==> config.mk <==
export PLATFORM = sky130hd
export DESIGN_NAME = spi_mst
export DESIGN_NICKNAME = d
export VERILOG_FILES = /design/src/rtl/spi_mst_pkg.sv /design/src/rtl/spi_mst_bitrev.sv /design/src/rtl/spi_mst_divider.sv /design/src/rtl/spi_mst_edge_seq.sv /design/src/rtl/spi_mst_shifter.sv /design/src/rtl/spi_mst.sv
export SDC_FILE = /design/constraint.sdc
export NUM_CORES = 1
export LEC_CHECK = 0
export BUFFER_PORTS_ARGS = -buffer_cell sky130_fd_sc_hd__buf_2
export CORE_ASPECT_RATIO = 0.8
export CORE_MARGIN = 1
export CORE_UTILIZATION = 39
export DETAILED_ROUTE_END_ITERATION = 12
export GPL_TIMING_DRIVEN = 0
export MAX_ROUTING_LAYER = met4
export PLACE_DENSITY = 0.66
export SYNTH_ARGS = -nofsm -noshare
export SYNTH_HDL_FRONTEND = slang
export SYNTH_HIERARCHICAL = 1
export SYNTH_SLANG_ARGS = --single-unit
==> constraint.sdc <==
create_clock -name clk -period 10.13 [get_ports clk]
set_input_delay 2.026 -clock clk [delete_from_list [all_inputs] [get_ports clk]]
set_output_delay 2.026 -clock clk [all_outputs]
set_load 0.05 [all_outputs]
==> src/rtl/spi_mst_pkg.sv <==
package spi_mst_pkg;

  typedef struct packed {
    logic cpol;
    logic cpha;
    logic lsb_first;
  } spi_mode_t;

  typedef enum logic [1:0] {
    EDGE_NONE   = 2'd0,
    EDGE_SAMPLE = 2'd1,
    EDGE_DRIVE  = 2'd2,
    EDGE_QUIET  = 2'd3
  } edge_kind_t;

endpackage

==> src/rtl/spi_mst_bitrev.sv <==
module spi_mst_bitrev #(
  parameter int W = 16
) (
  input  logic         en,
  input  logic [W-1:0] din,
  output logic [W-1:0] dout
);
  for (genvar i = 0; i < W; i++) begin : g_bit
    assign dout[i] = en ? din[W-1-i] : din[i];
  end
endmodule

==> src/rtl/spi_mst_divider.sv <==
module spi_mst_divider #(
  parameter int DIV_W    = 8,
  parameter int MIN_HALF = 4,
  parameter int MAX_HALF = 128
) (
  input  logic             clk,
  input  logic             rst_n,
  input  logic             start,
  input  logic             run,
  input  logic             cpha,
  input  logic [DIV_W-1:0] half_req,
  output logic             tick
);
  localparam int CNT_W = $clog2(2 * MAX_HALF);

  logic [CNT_W-1:0] half_clamp;
  logic [CNT_W-1:0] half_q;
  logic [CNT_W-1:0] cnt;
  logic [CNT_W:0]   lead_m1;

  always_comb begin
    if (half_req < DIV_W'(MIN_HALF))      half_clamp = CNT_W'(MIN_HALF);
    else if (half_req > DIV_W'(MAX_HALF)) half_clamp = CNT_W'(MAX_HALF);
    else                                  half_clamp = CNT_W'(half_req);
  end

  // phase 1 waits a whole period, phase 0 a half period
  always_comb begin
    if (cpha) lead_m1 = ({1'b0, half_clamp} << 1) - (CNT_W+1)'(1);
    else      lead_m1 = {1'b0, half_clamp} - (CNT_W+1)'(1);
  end

  always_ff @(posedge clk or negedge rst_n) begin
    if (!rst_n) begin
      half_q <= '0;
      cnt    <= '0;
    end else if (start) begin
      half_q <= half_clamp;
      cnt    <= lead_m1[CNT_W-1:0];
    end else if (run) begin
      cnt <= (cnt == '0) ? half_q - CNT_W'(1) : cnt - CNT_W'(1);
    end
  end

  assign tick = run && (cnt == '0);
endmodule

==> src/rtl/spi_mst_edge_seq.sv <==
module spi_mst_edge_seq
  import spi_mst_pkg::*;
#(
  parameter int W = 16
) (
  input  logic       clk,
  input  logic       rst_n,
  input  logic       start,
  input  logic       tick,
  input  logic       cpha,
  output edge_kind_t kind,
  output logic       last
);
  localparam int EDGES = 2 * W;
  localparam int EC_W  = $clog2(EDGES + 1);

  logic [EC_W-1:0] ecnt;
  logic [EC_W-1:0] enext;
  logic            is_sample;

  assign enext     = ecnt + EC_W'(1);
  assign is_sample = enext[0] ^ cpha;

  always_ff @(posedge clk or negedge rst_n) begin
    if (!rst_n)     ecnt <= '0;
    else if (start) ecnt <= '0;
    else if (tick)  ecnt <= enext;
  end

  always_comb begin
    kind = EDGE_NONE;
    if (tick) begin
      if (is_sample)                                            kind = EDGE_SAMPLE;
      else if (enext != EC_W'(1) && enext != EC_W'(EDGES))      kind = EDGE_DRIVE;
      else                                                      kind = EDGE_QUIET;
    end
  end

  assign last = tick && (enext == EC_W'(EDGES));
endmodule

==> src/rtl/spi_mst_shifter.sv <==
module spi_mst_shifter #(
  parameter int W = 16
) (
  input  logic         clk,
  input  logic         rst_n,
  input  logic         load,
  input  logic [W-1:0] load_word,
  input  logic         drive,
  input  logic         sample,
  input  logic         somi,
  output logic         simo,
  output logic [W-1:0] rx_next
);
  logic [W-1:0] tx_sh;
  logic [W-1:0] rx_sh;

  assign rx_next = sample ? {rx_sh[W-2:0], somi} : rx_sh;
  assign simo    = tx_sh[W-1];

  always_ff @(posedge clk or negedge rst_n) begin
    if (!rst_n) begin
      tx_sh <= '0;
      rx_sh <= '0;
    end else if (load) begin
      tx_sh <= load_word;
      rx_sh <= '0;
    end else begin
      if (drive) tx_sh <= {tx_sh[W-2:0], 1'b0};
      rx_sh <= rx_next;
    end
  end
endmodule

==> src/rtl/spi_mst.sv <==
module spi_mst
  import spi_mst_pkg::*;
#(
  parameter int W        = 16,
  parameter int DIV_W    = 8,
  parameter int MIN_HALF = 4,
  parameter int MAX_HALF = 128
) (
  input  logic             clk,
  input  logic             rst_n,
  input  logic             cfg_cpol,
  input  logic             cfg_cpha,
  input  logic             cfg_lsb_first,
  input  logic [DIV_W-1:0] cfg_half,
  input  logic             tx_valid,
  output logic             tx_ready,
  input  logic [W-1:0]     tx_data,
  output logic             rx_valid,
  output logic [W-1:0]     rx_data,
  output logic             busy,
  output logic             sclk,
  output logic             simo,
  input  logic             somi
);
  spi_mode_t    mode_q;
  logic         busy_q;
  logic         sclk_q;
  logic         rx_valid_q;
  logic [W-1:0] rx_data_q;
  logic         accept;
  logic         tick;
  logic         last;
  edge_kind_t   kind;
  logic [W-1:0] tx_ordered;
  logic [W-1:0] rx_next;
  logic [W-1:0] rx_final;

  assign accept = tx_valid && !busy_q;

  spi_mst_bitrev #(.W(W)) u_tx_order (
    .en(cfg_lsb_first), .din(tx_data), .dout(tx_ordered)
  );

  spi_mst_bitrev #(.W(W)) u_rx_order (
    .en(mode_q.lsb_first), .din(rx_next), .dout(rx_final)
  );

  spi_mst_divider #(.DIV_W(DIV_W), .MIN_HALF(MIN_HALF), .MAX_HALF(MAX_HALF)) u_div (
    .clk(clk), .rst_n(rst_n), .start(accept), .run(busy_q),
    .cpha(cfg_cpha), .half_req(cfg_half), .tick(tick)
  );

  spi_mst_edge_seq #(.W(W)) u_seq (
    .clk(clk), .rst_n(rst_n), .start(accept), .tick(tick),
    .cpha(mode_q.cpha), .kind(kind), .last(last)
  );

  spi_mst_shifter #(.W(W)) u_shift (
    .clk(clk), .rst_n(rst_n), .load(accept), .load_word(tx_ordered),
    .drive(kind == EDGE_DRIVE), .sample(kind == EDGE_SAMPLE),
    .somi(somi), .simo(simo), .rx_next(rx_next)
  );

  always_ff @(posedge clk or negedge rst_n) begin
    if (!rst_n) begin
      mode_q     <= '0;
      busy_q     <= 1'b0;
      sclk_q     <= 1'b0;
      rx_valid_q <= 1'b0;
      rx_data_q  <= '0;
    end else begin
      rx_valid_q <= 1'b0;
      if (accept) begin
        busy_q <= 1'b1;
        mode_q <= '{cpol: cfg_cpol, cpha: cfg_cpha, lsb_first: cfg_lsb_first};
        sclk_q <= cfg_cpol;
      end else if (busy_q) begin
        if (last) begin
          sclk_q     <= mode_q.cpol;
          busy_q     <= 1'b0;
          rx_valid_q <= 1'b1;
          rx_data_q  <= rx_final;
        end else if (tick) begin
          sclk_q <= ~sclk_q;
        end
      end else begin
        sclk_q <= cfg_cpol;
      end
    end
  end

  assign tx_ready = !busy_q;
  assign busy     = busy_q;
  assign sclk     = sclk_q;
  assign rx_valid = rx_valid_q;
  assign rx_data  = rx_data_q;
endmodule

==> run_results.csv <==
group,metric,value,unit
outcome,status,"completed",
sta,fin_tns_setup,0,ns
power,p_comb_share,24.2,%
global_route,grt_max_degree,40,
synthesis,synth_nets,432,
critical_path,cp.arrival,4.46,ns
global_route,grt_use_met1,23.7,%
critical_path,worstSetupPathType,"input port to flop",
route,wire_per_inst,15.1,µm
global_route,top_usage_layer,"met2",
die,fp.coreArea,0.0110,mm²
hold_path,hold_path_class,"flop to flop",
synthesis,synth_top_cell_by_area,"dfrtp_1",
synthesis,yosysWarnings,6,
clock_network,cts_sinks,76,
synthesis,syn_area_per_cell,11.3,µm²
placed_design,io_buffers,50,
critical_path,slowest_stage,"nor2b_1",
global_route,antenna_found_initial,0,
die,die_h,97.9,µm
route,wl,9.15,mm
route,first_iter_violations,154,
clock_network,cts_setup_buffers,0,
power,power.share.switching,29.8,%
sta,slew_viol_final,0,
synthesis,postSynthCellCount,396,
critical_path,critPathLaunchType,"input port",
power,ir_drop,68.6,µV
cells_and_area,area_delta_synth_final,17.2,%
critical_path,worst_path_most_repeated_cell,"clkbuf_1",
clock_network,worstSkewPairLatency,0.33,ns
clock_network,ctsHoldBuffers,0,
sta,fin_worst_skew,0.0106,ns
route,ant_nets,0,
power,p_switching,0.000298,W
die,die_width,122,µm
synthesis,synth_area_leaders,"dfrtp_1, mux2_4, mux2_2, mux2i_1, nor2b_1",
sta,worst_slew_pin_slew,1.20,ns
hold_path,hp-start,"rx_data[1]$_DFFE_PN0P_",
cells_and_area,diodes,0,
sta,period_share,42.6,%
route,drc_errors,0,
global_route,grt_use_total,16.8,%
critical_path,slowest_delay,0.94,ns
route,vias,3162,
job,drv_cap,0,
synthesis,synth_seq_area_share,42.4,%
synthesis,synth_ff_type,"dfrtp_1",
clock_network,clkTransAtPathRegs,0.06,ns
global_route,grtUsageMet2,24.3,%
power,p_leak,2.45,nW
cells_and_area,fin_area,0.00525,mm²
placed_design,dpl_cell_area,0.00493,mm²
synthesis,async_flop_share,100,%
critical_path,crit_buf_inv,3,
route,first_pass_iters,4,
synthesis,ys_ff_latch,76,
sta,period_needed,4.31,ns
power,totalPowerFinal,0.000998,W
power,pwr-share-seq,42.2,%
critical_path,startpoint,"tx_valid",
clock_network,ctsResizeCount,0,
placed_design,gp_congestion,0.879,
die,ios,52,
cells_and_area,fillCellCount,1000,
sta,final_hold_viol_count,0,
sta,rsz0062_at_grt,"no",
placed_design,dpl_worst_slack,5.50,ns
die,die_area,0.0119,mm²
power,pwr-share-clk,33.6,%
critical_path,endpoint_kind,"flop",
global_route,grt_pass1_wl,15.2,mm
die,start_util,40.7,%
critical_path,cp_max_fo,14,
global_route,grt-ovfl-total,0,
synthesis,yosysTopAreaCellShare,42.4,%
die,num_rows,34,
placed_design,hpwl,6.58,mm
clock_network,cts_buffers,9,
critical_path,critPathTopFamily,"buffers and inverters",
synthesis,synth_area,0.00448,mm²
sta,clock.fmax,0.232,GHz
sta,max-slew-margin-rel,19.9,%
clock_network,cts.path.max_buffers,2,
sta,setup_violations,0,
cells_and_area,layout-drive-gt1-share,35.6,%
sta,setup_ws,5.82,ns
synthesis,yosysUniqueCellTypes,60,
clock_network,cts_tree,"yes",
power,powerDensity,190,mW/mm²
clock_network,htree_levels,3,
global_route,grt_util_met3,2.98,%
route,viasPerCell,5.21,
global_route,grt_pass1_vias,3072,
cells_and_area,fin_nets,494,
critical_path,r2r_start,"u_div/cnt[3]$_DFFE_PN0P_",
power,p_int,0.000700,W
clock_network,cts_root_buf,"clkbuf_16",
critical_path,required,10.28,ns
critical_path,crit_chain,"buf_2 > nor2b_1 > clkbuf_1 > clkbuf_1 > a21oi_1 > o311ai_0 > o221ai_1",
synthesis,synth_enable_flop_cells,0,
## synth_stat cells (4+ instances only)
library cell  number
nand2b_1           4
ha_1               5
xor2_1             6
mux2_4            39
nor2b_1           25
nor4_1             7
buf_6              6
dfrtp_1           76
xnor2_1            6
clkbuf_1          10
o21ai_0           22
mux2_2            31
nor2_1            14
nor3_1             6
inv_1             13
nand2_1           29
a31o_2             4
mux2i_1           19
a21oi_1            7
a31oi_1            4
nand3_1            8
## final timing paths
path	cells after the start	slack, ns	to
max	7	5.82	u_div/cnt[2]$_DFFE_PN0P_
min in group asynchronous	1	1.66	u_seq/ecnt[4]$_DFFE_PN0P_
min reg2reg	1	0.50	rx_data[1]$_DFFE_PN0P_
max reg2reg	12	6.50	rx_data[8]$_DFFE_PN0P_
max in group asynchronous	2	7.89	u_div/half_q[7]$_DFFE_PN0P_
min	1	0.50	rx_data[1]$_DFFE_PN0P_
## power groups by stage
stage | registers, W | logic [W] | clock network, W
floorplan | 0.000425 | 0.000177 | 0
global placement | 0.000423 | 0.000236 | 0
detailed placement | 0.000425 | 0.000241 | 0
CTS | 0.000420 | 0.000243 | 0.000344
global route | 0.000428 | 0.000269 | 0.000354
finish | 0.000421 | 0.000242 | 0.000335
## placed cells by master, fill, tap and decap left out, types with 4 or more instances in the layout
| cell | count |
|---|---|
| inv_1 | 13 |
| a31oi_1 | 4 |
| ha_1 | 5 |
| mux2_2 | 31 |
| mux2_4 | 39 |
| xnor2_1 | 6 |
| nor2b_1 | 25 |
| nor4_1 | 7 |
| mux2i_1 | 19 |
| buf_6 | 6 |
| nand3_1 | 8 |
| buf_4 | 4 |
| clkbuf_1 | 10 |
| nor2_1 | 14 |
| clkbuf_16 | 9 |
| xor2_1 | 6 |
| o21ai_0 | 22 |
| a21oi_1 | 7 |
| nor3_1 | 6 |
| dfrtp_1 | 76 |
| a31o_2 | 4 |
| nand2b_1 | 4 |
| buf_2 | 52 |
| nand2_1 | 29 |
## per-layer routing
| layer | vias up | share of wire (%) |
|---|---|---|
| li1 | 1552 | - |
| met1 | 1535 | 49 |
| met2 | 67 | 45 |
| met3 | 8 | 4.3 |
| met4 | 0 | 0.91 |
| met5 | - | 0 |
## state kept, by name (all words and copies together) (netlist names)
name / cells
busy: 1
mode_q: 3
rx_data: 16
rx_valid: 1
sclk: 1
u_div/cnt: 8
u_div/half_q: 8
u_seq/ecnt: 6
u_shift/rx_sh: 16
u_shift/tx_sh: 16
## layout make-up
type | instances | area (µm²) | share of cell area, %
Multi-Input combinational cell | 283 | 2350 | 44.7
Sequential cell | 76 | 1900 | 36.2
Timing Repair Buffer | 51 | 273 | 5.20
Clock buffer | 9 | 225 | 4.29
Buffer | 24 | 183 | 3.48
Tap cell | 144 | 180 | 3.43
Clock inverter | 7 | 91.3 | 1.74
Inverter | 13 | 48.8 | 0.929
## per-stage QoR
stage | utilization [%] | std cells | hold WS [ns]
final | 47.6 | 607 | 0.498
after global routing | 47.6 | 607 | 0.522
after CTS | 47.6 | 607 | 0.500
after detailed placement | 44.8 | 591 | 0.487
after global placement | 44.6 | 590 | 0.488
after floorplan | - | 396 | 0.481
## logic make-up (layout without fill, tap and decap cells)
kind of cell	Yosys count	after routing	synth area share [%]
xor+xnor	12	12	2.35
simple gates	112	112	13.8
fa+ha+maj	5	5	1.40
mux	89	89	25.1
flops	76	76	42.4
compound gates	65	65	9.75
buf+inv	37	104	5.17
(Power assumes the default switching activity.)
